==> config.mk <==
export PLATFORM = sky130hd
export DESIGN_NAME = msg_sched_expander
export DESIGN_NICKNAME = d
export VERILOG_FILES = /design/src/rtl/sched_pkg.sv /design/src/rtl/sched_ctrl.sv /design/src/rtl/sched_window.sv /design/src/rtl/sched_next_word.sv /design/src/rtl/msg_sched_expander.sv
export SDC_FILE = /design/constraint.sdc
export NUM_CORES = 1
export LEC_CHECK = 0
export BUFFER_PORTS_ARGS = -buffer_cell sky130_fd_sc_hd__buf_4
export CORE_AREA = 2 2 243 245
export DETAILED_ROUTE_END_ITERATION = 6
export DIE_AREA = 0 0 245 247
export GPL_TIMING_DRIVEN = 0
export PLACE_DENSITY = 0.82
export SKIP_LAST_GASP = 1
export SLEW_MARGIN = 5
export SYNTH_ARGS = -nofsm -noshare
export SYNTH_HDL_FRONTEND = slang
export SYNTH_SLANG_ARGS = --single-unit
==> constraint.sdc <==
create_clock -name clk -period 9.1 [get_ports clk]
set_input_delay 1.82 -clock clk [delete_from_list [all_inputs] [get_ports clk]]
set_output_delay 1.82 -clock clk [all_outputs]
set_load 0.03 [all_outputs]
==> src/rtl/sched_pkg.sv <==
// Package: shared constants and sigma functions for the schedule expander.
// Assumes a 32-bit word; the rotation amounts are fixed by the hash algorithm.
package sched_pkg;

    localparam int SCHED_WORD_W = 32;

    // Lags of the recurrence relative to the word being produced
    localparam int LAG_OLDEST = 16;
    localparam int LAG_LO_SIG = 15;
    localparam int LAG_MID    = 7;
    localparam int LAG_HI_SIG = 2;

    // Rotate right of a schedule word
    function automatic logic [SCHED_WORD_W-1:0] rot_r(
        input logic [SCHED_WORD_W-1:0] x,
        input int                      n
    );
        return (x >> n) | (x << (SCHED_WORD_W - n));
    endfunction

    // Lower sigma: applied to the word fifteen places back
    function automatic logic [SCHED_WORD_W-1:0] sig_lo(
        input logic [SCHED_WORD_W-1:0] x
    );
        return rot_r(x, 7) ^ rot_r(x, 18) ^ (x >> 3);
    endfunction

    // Upper sigma: applied to the word two places back
    function automatic logic [SCHED_WORD_W-1:0] sig_hi(
        input logic [SCHED_WORD_W-1:0] x
    );
        return rot_r(x, 17) ^ rot_r(x, 19) ^ (x >> 10);
    endfunction

endpackage

==> src/rtl/sched_ctrl.sv <==
// Module: sched_ctrl
// Tracks the index of the offered word, drives valid, and raises the
// done pulse after the last word. Assumes load takes priority over a
// transfer in the same cycle.
module sched_ctrl #(
    parameter int NUM_WORDS = 64,
    parameter int IDX_W     = $clog2(NUM_WORDS)
) (
    input  logic             clk,
    input  logic             rst_n,
    input  logic             load_i,
    input  logic             ready_i,
    output logic             valid_o,
    output logic [IDX_W-1:0] idx_o,
    output logic             shift_o,
    output logic             done_o
);

    localparam logic [IDX_W-1:0] LAST_IDX = IDX_W'(NUM_WORDS - 1);

    logic busy_q;

    // Sequence state: busy flag, word index and done pulse
    always_ff @(posedge clk) begin
        if (!rst_n) begin
            busy_q <= 1'b0;
            idx_o  <= '0;
            done_o <= 1'b0;
        end else begin
            done_o <= 1'b0;
            if (load_i) begin
                busy_q <= 1'b1;
                idx_o  <= '0;
            end else if (busy_q && ready_i) begin
                if (idx_o == LAST_IDX) begin
                    busy_q <= 1'b0;
                    idx_o  <= '0;
                    done_o <= 1'b1;
                end else begin
                    idx_o <= idx_o + IDX_W'(1);
                end
            end
        end
    end

    // Offer and window-advance strobes
    always_comb begin
        valid_o = busy_q;
        shift_o = busy_q & ready_i & ~load_i;
    end

endmodule

==> src/rtl/sched_window.sv <==
// Module: sched_window
// Sixteen-entry shift register of schedule words. Slot 0 is the oldest
// word (the one on offer); a shift drops slot 0 and writes the new word
// into the top slot. A load fills all slots from the block, word 0 into
// slot 0. Assumes load and shift are never acted on together (load wins).
module sched_window #(
    parameter int WORD_W    = 32,
    parameter int WIN_DEPTH = 16,
    parameter int BLOCK_W   = WORD_W * WIN_DEPTH
) (
    input  logic                        clk,
    input  logic                        rst_n,
    input  logic                        load_i,
    input  logic                        shift_i,
    input  logic [BLOCK_W-1:0]          block_i,
    input  logic [WORD_W-1:0]           new_word_i,
    output logic [WIN_DEPTH*WORD_W-1:0] win_o
);

    for (genvar k = 0; k < WIN_DEPTH; k++) begin : g_slot
        logic [WORD_W-1:0] shift_src;

        // Source of this slot on a shift: next slot up, or the new word
        if (k == WIN_DEPTH - 1) begin : g_top
            always_comb shift_src = new_word_i;
        end else begin : g_mid
            always_comb shift_src = win_o[(k+1)*WORD_W +: WORD_W];
        end

        // Slot register: load from block, shift, or hold
        always_ff @(posedge clk) begin
            if (!rst_n) begin
                win_o[k*WORD_W +: WORD_W] <= '0;
            end else if (load_i) begin
                win_o[k*WORD_W +: WORD_W] <= block_i[BLOCK_W-1-k*WORD_W -: WORD_W];
            end else if (shift_i) begin
                win_o[k*WORD_W +: WORD_W] <= shift_src;
            end
        end
    end

endmodule

==> src/rtl/sched_next_word.sv <==
// Module: sched_next_word
// Combinational recurrence: computes the word sixteen places after the
// word in slot 0 from four window taps. Assumes slot 0 holds the oldest
// word of a sixteen-word run.
module sched_next_word
    import sched_pkg::*;
#(
    parameter int WORD_W    = 32,
    parameter int WIN_DEPTH = 16
) (
    input  logic [WIN_DEPTH*WORD_W-1:0] win_i,
    output logic [WORD_W-1:0]           word_o
);

    localparam int TAP_OLD = WIN_DEPTH - LAG_OLDEST;
    localparam int TAP_LO  = WIN_DEPTH - LAG_LO_SIG;
    localparam int TAP_MID = WIN_DEPTH - LAG_MID;
    localparam int TAP_HI  = WIN_DEPTH - LAG_HI_SIG;

    logic [WORD_W-1:0] w_old, w_lo, w_mid, w_hi;
    logic [WORD_W-1:0] sum_a, sum_b;

    // Tap extraction from the flattened window
    always_comb begin
        w_old = win_i[TAP_OLD*WORD_W +: WORD_W];
        w_lo  = win_i[TAP_LO*WORD_W  +: WORD_W];
        w_mid = win_i[TAP_MID*WORD_W +: WORD_W];
        w_hi  = win_i[TAP_HI*WORD_W  +: WORD_W];
    end

    // Balanced adder tree, modulo the word width
    always_comb begin
        sum_a  = w_old + sig_lo(w_lo);
        sum_b  = w_mid + sig_hi(w_hi);
        word_o = sum_a + sum_b;
    end

endmodule

==> src/rtl/msg_sched_expander.sv <==
// Module: msg_sched_expander
// Produces the 64-word message schedule of one 512-bit block, one word
// per accepted transfer. The offered word is always window slot 0, so
// the output has no combinational path from the inputs.
// Assumes WORD_W = 32 (the sigma rotations are defined for it).
module msg_sched_expander #(
    parameter int WORD_W    = 32,
    parameter int NUM_WORDS = 64,
    parameter int WIN_DEPTH = 16,
    parameter int BLOCK_W   = WORD_W * WIN_DEPTH,
    parameter int IDX_W     = $clog2(NUM_WORDS)
) (
    input  logic               clk,
    input  logic               rst_n,
    input  logic               load_i,
    input  logic [BLOCK_W-1:0] block_i,
    input  logic               wout_ready_i,
    output logic               wout_valid_o,
    output logic [WORD_W-1:0]  wout_data_o,
    output logic [IDX_W-1:0]   wout_idx_o,
    output logic               block_done_o
);

    logic                        shift;
    logic [WIN_DEPTH*WORD_W-1:0] win;
    logic [WORD_W-1:0]           next_word;

    sched_ctrl #(
        .NUM_WORDS (NUM_WORDS),
        .IDX_W     (IDX_W)
    ) ctrl_i (
        .clk     (clk),
        .rst_n   (rst_n),
        .load_i  (load_i),
        .ready_i (wout_ready_i),
        .valid_o (wout_valid_o),
        .idx_o   (wout_idx_o),
        .shift_o (shift),
        .done_o  (block_done_o)
    );

    sched_window #(
        .WORD_W    (WORD_W),
        .WIN_DEPTH (WIN_DEPTH),
        .BLOCK_W   (BLOCK_W)
    ) win_i (
        .clk        (clk),
        .rst_n      (rst_n),
        .load_i     (load_i),
        .shift_i    (shift),
        .block_i    (block_i),
        .new_word_i (next_word),
        .win_o      (win)
    );

    sched_next_word #(
        .WORD_W    (WORD_W),
        .WIN_DEPTH (WIN_DEPTH)
    ) nxt_i (
        .win_i  (win),
        .word_o (next_word)
    );

    // Offered word is the oldest window slot
    always_comb wout_data_o = win[WORD_W-1:0];

endmodule

* Yosys cells after proc, flatten, opt, wreduce, memory -nomap -nowiden
Cells that the tools add are included.
Widths: inputs -> output; s select.
** Storage, ports and cells
- Register bits after elaboration :: 520
- Bits in latches :: 0
- Bits in writable memories :: 0
- Bits in read-only memories :: 0
- Logic and storage cells :: 81
- Memories :: 0
** Operators by class
- $add $sub $neg :: 4
- Multipliers :: 0
- Div/mod/pow operators :: 0
- Magnitude comparators :: 0
- Equality and inequality tests :: 1
- Shift operators :: 0
- Multiplexer cells :: 37
- Bitwise gates (word level) :: 13
- Reduce and logical (&&, ||, !) cells :: 7
** Operators by type and width (number)
- $mux 32 :: 32
- $add 32x32->32 :: 3
- $xor 32x32->32 :: 2
- $or 13x32->32 :: 1
- $or 14x32->32 :: 1
- $or 15x32->32 :: 1
- $or 25x32->32 :: 1
- $xor 32x22->32 :: 1
- $xor 32x29->32 :: 1
- $add 6x1->6 const B :: 1
- $eq 6x6->1 const B :: 1
- $mux 6 :: 1
- $reduce_bool 2->1 :: 3
- $mux 1 :: 4
- $not 1->1 :: 3
- $reduce_or 3->1 :: 1
- $and 1x1->1 :: 2
- $reduce_and 2->1 :: 1
- $reduce_or 2->1 :: 1
- $logic_and 1x1->1 :: 1

* Depth between registers and ports, before layout
Gate-level depths: netlist (run 1).
- Word-level depth :: 7
- Depth in mapped cells :: 19
- Mapped depth without buffers :: 18

* Modules after synthesis
From an unflattened synthesis (run 1), not the netlist that was laid out.
** Second synthesis, totals
- Cells, all modules :: 2828
- Area, all modules :: 32678.8 µm²
** Modules (own cells, without submodules)
- sched_window :: times used 1, cells an instance 2276, area each 28049.4 µm², sequential area each 10249.8 µm²
- sched_next_word :: times used 1, cells an instance 512, area each 4290.4 µm², sequential area each 0.0 µm²
- sched_ctrl :: times used 1, cells an instance 40, area each 339.1 µm², sequential area each 160.2 µm²

* Least setup slack after synthesis (run 1)
No wires, ideal clock.
- Kind :: register to register
- Start :: reg win_i.win_o[40] (netlist: win_i.g_slot[0].shift_src[8])
- End :: reg win_i.win_o[507] (netlist: win_i.g_slot[14].shift_src[27])
- Library setup time :: 0.123 ns
- Data arrival time :: 3.916 ns
- Data required time :: 8.977 ns
- Setup slack :: 5.060 ns
- Stages on the path, launching flop included :: 20
- Path through :: dfxtp_1 > clkbuf_1 > xnor2_1 > xnor2_1 > fa_1 > inv_1 > fa_1 > inv_1 > ha_1 > inv_1 > fa_1 > nand2b_1 > a21oi_1 > o21ai_1 > a21oi_1 > nor3_1 > o31ai_1 > xor2_1 > a221oi_1 > nor2b_1
** Between the ends
- Cells in the longest elaborated chain, start to end :: 7
- Elaborated cells between the ends (all ways) :: 8
- Those cells by class :: add/sub: 2; mux: 2; bitwise: 4
** Ends and longest elaborated chain
- from (decl) :: RTL line sched_window.sv:17 : output logic [WIN_DEPTH*WORD_W-1:0] win_o
- from (signal, indexed assignment) :: RTL line sched_window.sv:35 : win_o[k*WORD_W +: WORD_W] <= block_i[BLOCK_W-1-k*WORD_W -: WORD_W];
- from (signal, indexed assignment) :: RTL line sched_window.sv:37 : win_o[k*WORD_W +: WORD_W] <= shift_src;
- $or 25x32->32 or $or 14x32->32 (tied branches) :: RTL line sched_pkg.sv:18 : return (x >> n) | (x << (SCHED_WORD_W - n));
- $xor 32x32->32 :: RTL line sched_pkg.sv:25 : return rot_r(x, 7) ^ rot_r(x, 18) ^ (x >> 3);
- $xor 32x29->32 * :: RTL line sched_pkg.sv:25
- $add 32x32->32 * :: RTL line sched_next_word.sv:33 : sum_a = w_old + sig_lo(w_lo);
- $add 32x32->32 * :: RTL line sched_next_word.sv:35 : word_o = sum_a + sum_b;
- $mux 32 * :: RTL line sched_window.sv:36 : end else if (shift_i) begin
- $mux 32 * :: RTL line sched_window.sv:34 : end else if (load_i) begin
Mark *: on every way between the ends. The rest lies on a longest branch, timed or not. The select of a mux whose other input is x is not followed.
A chain may end at the register's enable or synchronous reset.

* Worst setup path in the final report (run 1)
Same ends and word-level chain as after synthesis.

==> results of run 1 <==
-- cell usage after synthesis (10+ instances only) --
master,instances
inv_1,145
xor2_1,27
ha_1,32
fa_1,62
dfxtp_1,520
clkbuf_1,315
buf_1,31
nor2b_1,492
nand4_1,10
xnor2_1,124
nor2_1,29
o211ai_1,10
buf_4,32
a21oi_1,1027
a21o_1,11
o21ai_0,30
nand2_1,1016
-- per-stage QoR --
step / instances / utilization
floorplan: 3999 / -
global placement: 5325 / 0.5786
detailed placement: 5325 / 0.5786
CTS: 5425 / 0.6102
global route: 5437 / 0.6108
finish: 5438 / 0.6108
-- layout by cell type, fill, tap and decap left out, types with 13 or more instances in the layout --
master	count
xor2_1	27
inv_1	145
buf_1	31
nand2_1	1016
diode_2	13
xnor2_1	124
clkbuf_1	333
a21oi_1	1027
ha_1	32
dfxtp_1	520
clkbuf_16	57
o21ai_0	30
nor2b_1	492
buf_4	585
nor2_1	29
fa_1	62
-- layout make-up --
class / count / area [um^2]
well taps: 773 / 967.2
clock inverters: 14 / 198.9
repair buffers: 553 / 4151
plain buffers: 380 / 1549
fillers: 5413 / 22670
multi-input cells: 2954 / 16070
flip-flops and latches: 520 / 10410
diodes: 13 / 32.53
clock buffers: 86 / 1645
inverters: 145 / 544.3
-- layer usage --
metal,up-vias,wire length (um),track usage
met5,-,23,0
met4,4,7104,0.2034
met3,384,11650,0.05687
met2,1892,53180,0.6021
met1,14140,46010,0.4874
li1,14150,-,-
-- registers in the layout, indices dropped and copies added, names as in the netlist --
signal	flops
ctrl_i.idx_o	6
win_i.win_o	32
ctrl_i.valid_o	1
win_i.g_slot.shift_src	480
ctrl_i.done_o	1
-- power by group through the flow --
stage	combinational [uW]	sequential (uW)	clock, uW
floorplan	1230	2520	0
global placement	1890	2570	0
detailed placement	1890	2570	0
CTS	1910	2530	2320
global route	2120	2540	2420
finish	1950	2530	2330
-- cells by family (layout without fill, tap and decap cells) --
family | count (synthesis) | after routing | share of synthesized area
compound gates | 1128 | 1128 | 0.2048
flops | 520 | 520 | 0.3643
buf+inv | 525 | 1178 | 0.07325
xor+xnor | 151 | 151 | 0.04628
simple gates | 1581 | 1581 | 0.2539
fa+ha+maj | 94 | 94 | 0.05744
other cells | 0 | 13 | 0
-- worst min-delay path, cell delays in order, from the launching register on --
cell and delay, ns:
dfxtp_1 0.34, nand2_1 0.06, a21oi_1 0.05
-- path summary, 6_finish.rpt --
kind / cells past startpoint / slack (ns) / endpoint
min: 2 / 0.50 / ctrl_i.idx_o[1]$_SDFFE_PP0P_
min reg2reg: 2 / 0.50 / ctrl_i.idx_o[1]$_SDFFE_PP0P_
max: 19 / 3.85 / win_i.g_slot[14].shift_src[27]$_SDFFE_PN0P_
max reg2reg: 19 / 3.85 / win_i.g_slot[14].shift_src[27]$_SDFFE_PN0P_
==> flow_summary.json, run 1 <==
{
  "p_switching_uw": 2303,
  "slew_headroom": 0.2348,
  "placed_area_um2": 33700,
  "dp_slack_ns": 4.058,
  "slew_viol_final": 0,
  "netlist_area_um2": 28580,
  "fin_area_um2": 35570,
  "hold_ws_ns": 0.4968,
  "setup_tns_ns": 0,
  "synth_top_area_share": 0.3643,
  "first_pass_iters": 6,
  "synth_edf_count": 0,
  "clock_latency_ns": 0.64,
  "cts_made_buffers": 56,
  "path_max_fanout": 5,
  "grt_overflow": 0,
  "drtIter0Drc": 3721,
  "powerDensity_nw_per_um2": 191.4,
  "viasPerCell": 5.621,
  "fin_skew_ns": 0.03160,
  "coreArea_um2": 58240,
  "synth.avg_cell_area_um2": 7.146,
  "synth_area_leaders": "dfxtp_1, a21oi_1, nand2_1",
  "wl_per_cell_um": 21.69,
  "hold_path.startpoint": "ctrl_i.idx_o[1]$_SDFFE_PP0P_",
  "cts_tree": "built",
  "die_w_um": 245,
  "fin_nets": 5220,
  "yosysWarnings": 0,
  "switching_share": 0.3381,
  "status": "finished, final reports clean",
  "crit_buf_inv": 4,
  "power_frac_comb": 0.286,
  "synth_nets": 4609,
  "postCtsSetupBuffers": 0,
  "dieArea_um2": 60520,
  "fmax_mhz": 190.4,
  "p_clk_frac": 0.342,
  "crit_type": "register to register",
  "min_path_type": "register to register",
  "wirelength_um": 118000,
  "synth_ff_type": "dfxtp_1",
  "die_y_um": 247,
  "p_total_uw": 6810,
  "min_period_ns": 5.252,
  "crit_family": "compound AO/OA/AOI/OAI gates",
  "worstSetupStartpoint": "win_i.g_slot[0].shift_src[8]$_SDFFE_PN0P_",
  "initial_core_util": 0.4907,
  "maxCapViolCount": 0,
  "synthCells": 3999,
  "crit_chain": "clkbuf_1 > xnor2_1 > xnor2_1 > fa_1 > inv_1 > fa_1 > inv_1 > ha_1 > inv_1 > fa_1 > nand2b_1 > a21oi_1 > o21ai_1 > a21oi_1 > nor3_1 > o31ai_1 > xor2_1 > a221oi_1 > nor2b_1",
  "antenna_found_initial": 15,
  "synthToLayoutAreaGrowth_pct": 24.48,
  "cts_resized": 0,
  "grt_pass1_vias": 28440,
  "arrival_ns": 5.75,
  "r2r_start": "win_i.g_slot[0].shift_src[8]$_SDFFE_PN0P_",
  "drive_above_1_share": 0.1447,
  "hold_viol_final": 0,
  "period_share": 0.5771,
  "ys_seq_area_frac": 0.3643,
  "clock-sinks": 520,
  "ys_ff_latch": 520,
  "via_count": 30570,
  "crit_required_ns": 9.60,
  "root_buffer": "clkbuf_16",
  "port_buffers": 553,
  "rows": 89,
  "p_leak_uw": 0.01384,
  "fin_ws_ns": 3.848,
  "synth-async-reset-ratio": 0,
  "gp_congestion": 1.015,
  "ioPinCount": 556,
  "yosys.area.top_type": "dfxtp_1",
  "rsz0062_at_grt": "no",
  "synth_cell_types": 48,
  "worst_pin_slew_ns": 1.148,
  "setup_viol": 0,
  "cpPeakStageDelay_ns": 0.56,
  "p_seq_frac": 0.372,
  "grt_pass1_wl_um": 171100,
  "holdBufCountCts": 0,
  "end_kind": "register",
  "setup.worst_path.start_class": "register",
  "ir_drop_uv": 161.4,
  "grt_usage": 0.3756,
  "dp_hpwl_um": 93670,
  "crit_slowest_cell": "a21oi_1",
  "path_clk_slew_ns": 0.06,
  "drc": 0,
  "internal_power_uw": 4507,
  "clockBufferDepth": 3,
  "drtAntennaViolNets": 0,
  "grt_max_degree": 16,
  "cts_htree_levels": 2
}
No activity file was read; power rests on OpenSTA's default activity.
==> run 2: changes to the inputs <==
==> constraint.sdc (replaced) <==
create_clock -name clk -period 4.9 [get_ports clk]
set_input_delay 0.98 -clock clk [delete_from_list [all_inputs] [get_ports clk]]
set_output_delay 0.98 -clock clk [all_outputs]
set_load 0.03 [all_outputs]
==> flow_summary.json, run 2 (synthesized netlist as in run 1, its figures left out) <==
{
  "status": "finished, final reports clean",
  "die_y_um": 247,
  "viasPerCell": 5.627,
  "largest_reg_flops": 480,
  "grt_pass1_vias": 28450,
  "p_leak_uw": 0.01384,
  "drtIter0Drc": 3722,
  "cts_htree_levels": 2,
  "grt_usage": 0.3756,
  "port_buffers": 553,
  "drive_above_1_share": 0.1460,
  "crit_required_ns": 5.42,
  "drtAntennaViolNets": 0,
  "clockBufferDepth": 3,
  "worst_pin_slew_ns": 1.132,
  "clock_latency_ns": 0.64,
  "ioPinCount": 556,
  "die_w_um": 245,
  "crit_chain": "clkbuf_1 > xnor2_1 > xnor2_1 > fa_1 > inv_1 > fa_1 > inv_1 > ha_1 > a211oi_1 > nor2_1 > a2111oi_1 > a211oi_2 > nand2_1 > o31a_1 > o21bai_2 > xnor2_1 > a211oi_1",
  "cpPeakStageDelay_ns": 0.56,
  "fillers": 5412,
  "path_max_fanout": 5,
  "grt_max_degree": 16,
  "via_count": 30550,
  "drc": 0,
  "maxCapViolCount": 0,
  "path_clk_slew_ns": 0.06,
  "dp_cells": 5325,
  "antenna_found_initial": 15,
  "final_cell_mix": "a21oi_1, nand2_1, buf_4",
  "coreArea_um2": 58240,
  "slew_headroom": 0.2452,
  "slew_viol_final": 0,
  "final_cell_count_no_fill": 5429,
  "rows": 89,
  "rsz0062_at_grt": "no",
  "p_total_uw": 12650,
  "final_util": 0.6105,
  "dp_hpwl_um": 93670,
  "dp_slack_ns": -0.1419,
  "fin_nets": 5211,
  "wirelength_um": 118000,
  "grt_overflow": 0,
  "gp_congestion": 1.015,
  "end_kind": "register",
  "dieArea_um2": 60520,
  "min_path_type": "register to register",
  "holdBufCountCts": 0,
  "layout_commonest_cell": "a21oi_1",
  "arrival_ns": 5.21,
  "first_pass_iters": 7,
  "setup_viol": 0,
  "synthToLayoutAreaGrowth_pct": 24.41,
  "crit_type": "register to register",
  "crit_slowest_cell": "a2111oi_1",
  "clock-sinks": 520,
  "fmax_mhz": 213.3,
  "multi_input_area_um2": 16090,
  "initial_core_util": 0.4907,
  "powerDensity_nw_per_um2": 355.7,
  "seqCellArea_um2": 10410,
  "min_period_ns": 4.688,
  "fin_ws_ns": 0.2119,
  "grt_pass1_wl_um": 171100,
  "hold_viol_final": 0,
  "path_common_cell": "xnor2_1",
  "ir_drop_uv": 299.5,
  "cts_made_buffers": 56,
  "setup.worst_path.start_class": "register",
  "fin_skew_ns": 0.03006,
  "period_share": 0.9568,
  "wl_per_cell_um": 21.73,
  "cts_tree": "built",
  "root_buffer": "clkbuf_16"
}
==> run 2: cell count changes in the layout (fill, tap and decap cells not counted) <==
cell	before	now
clkbuf_1	333	324
xnor2_2	0	1
dfxtp_2	0	3
a21oi_1	1027	1026
xnor2_1	124	123
dfxtp_1	520	517
a21oi_2	0	1
==> run 2: cell type report <==
class,instances,share of cell area
antenna,13,0.0009150
buffer,371,0.04262
clock buffer,86,0.04628
clock inverter,14,0.005595
inverter,145,0.01531
multi-input combinational,2954,0.4524
sequential,520,0.2929
tap,773,0.02720
timing repair buffer,553,0.1168
==> run 2: layer usage <==
metal,global-route usage,vias up,wire (um)
met4,0.2034,4,7103
met1,0.4874,14130,46160
met3,0.05687,386,11490
met5,0,-,23
li1,-,14120,-
met2,0.6021,1907,53210
==> run 2: where the power goes <==
part | total (uW) | internal, uW | leakage, uW | switching (uW)
Combinational | 3610 | 1410 | 0.00865 | 2200
Clock | 4320 | 2470 | 0.000896 | 1850
Sequential | 4720 | 4490 | 0.00429 | 231
Total | 12600 | 8370 | 0.0138 | 4280
==> run 2: worst paths after layout <==
check / startpoint / end / slack [ns] / depth (start not counted)
setup / recovery: win_i.g_slot[13].shift_src[21]$_SDFFE_PN0P_ / win_i.g_slot[14].shift_src[26]$_SDFFE_PN0P_ / 0.21 / 17
hold / removal: ctrl_i.idx_o[1]$_SDFFE_PP0P_ / ctrl_i.idx_o[1]$_SDFFE_PP0P_ / 0.50 / 2
setup reg to reg: win_i.g_slot[13].shift_src[21]$_SDFFE_PN0P_ / win_i.g_slot[14].shift_src[26]$_SDFFE_PN0P_ / 0.21 / 17
hold reg to reg: ctrl_i.idx_o[1]$_SDFFE_PP0P_ / ctrl_i.idx_o[1]$_SDFFE_PP0P_ / 0.50 / 2
==> run 2: what timing repair did <==
item | in CTS | in global routing
setup endpoints to repair | 6 | 6
gates resized for setup | 1 | 4
buffers inserted | 0 | 0
pin swaps | 0 | 0
endpoints found under the hold margin | 0 | 0
==> run 2: per-stage QoR <==
stage | hold WS, ns | setup TNS [ns] | cell area, um^2
after CTS | 0.4940 | 0 | 35540
final | 0.4973 | 0 | 35550
after detailed placement | 0.4860 | -0.2385 | 33700
after global placement | 0.4821 | -0.6001 | 33700
after global routing | 0.5356 | 0 | 35550
after floorplan | 0.4811 | 0 | 28580
==> run 2: critical path, delay by kind of cell (launching register included) <==
family                     cells  cell delay (ns)
buffers and inverters          3             0.58
adders and majority gates      3             1.31
DFF                            1             0.31
and+or+nand+nor                2             0.28
xor gates and xnor gates       3             0.52
AOI/OAI and AO/OA              6             1.59
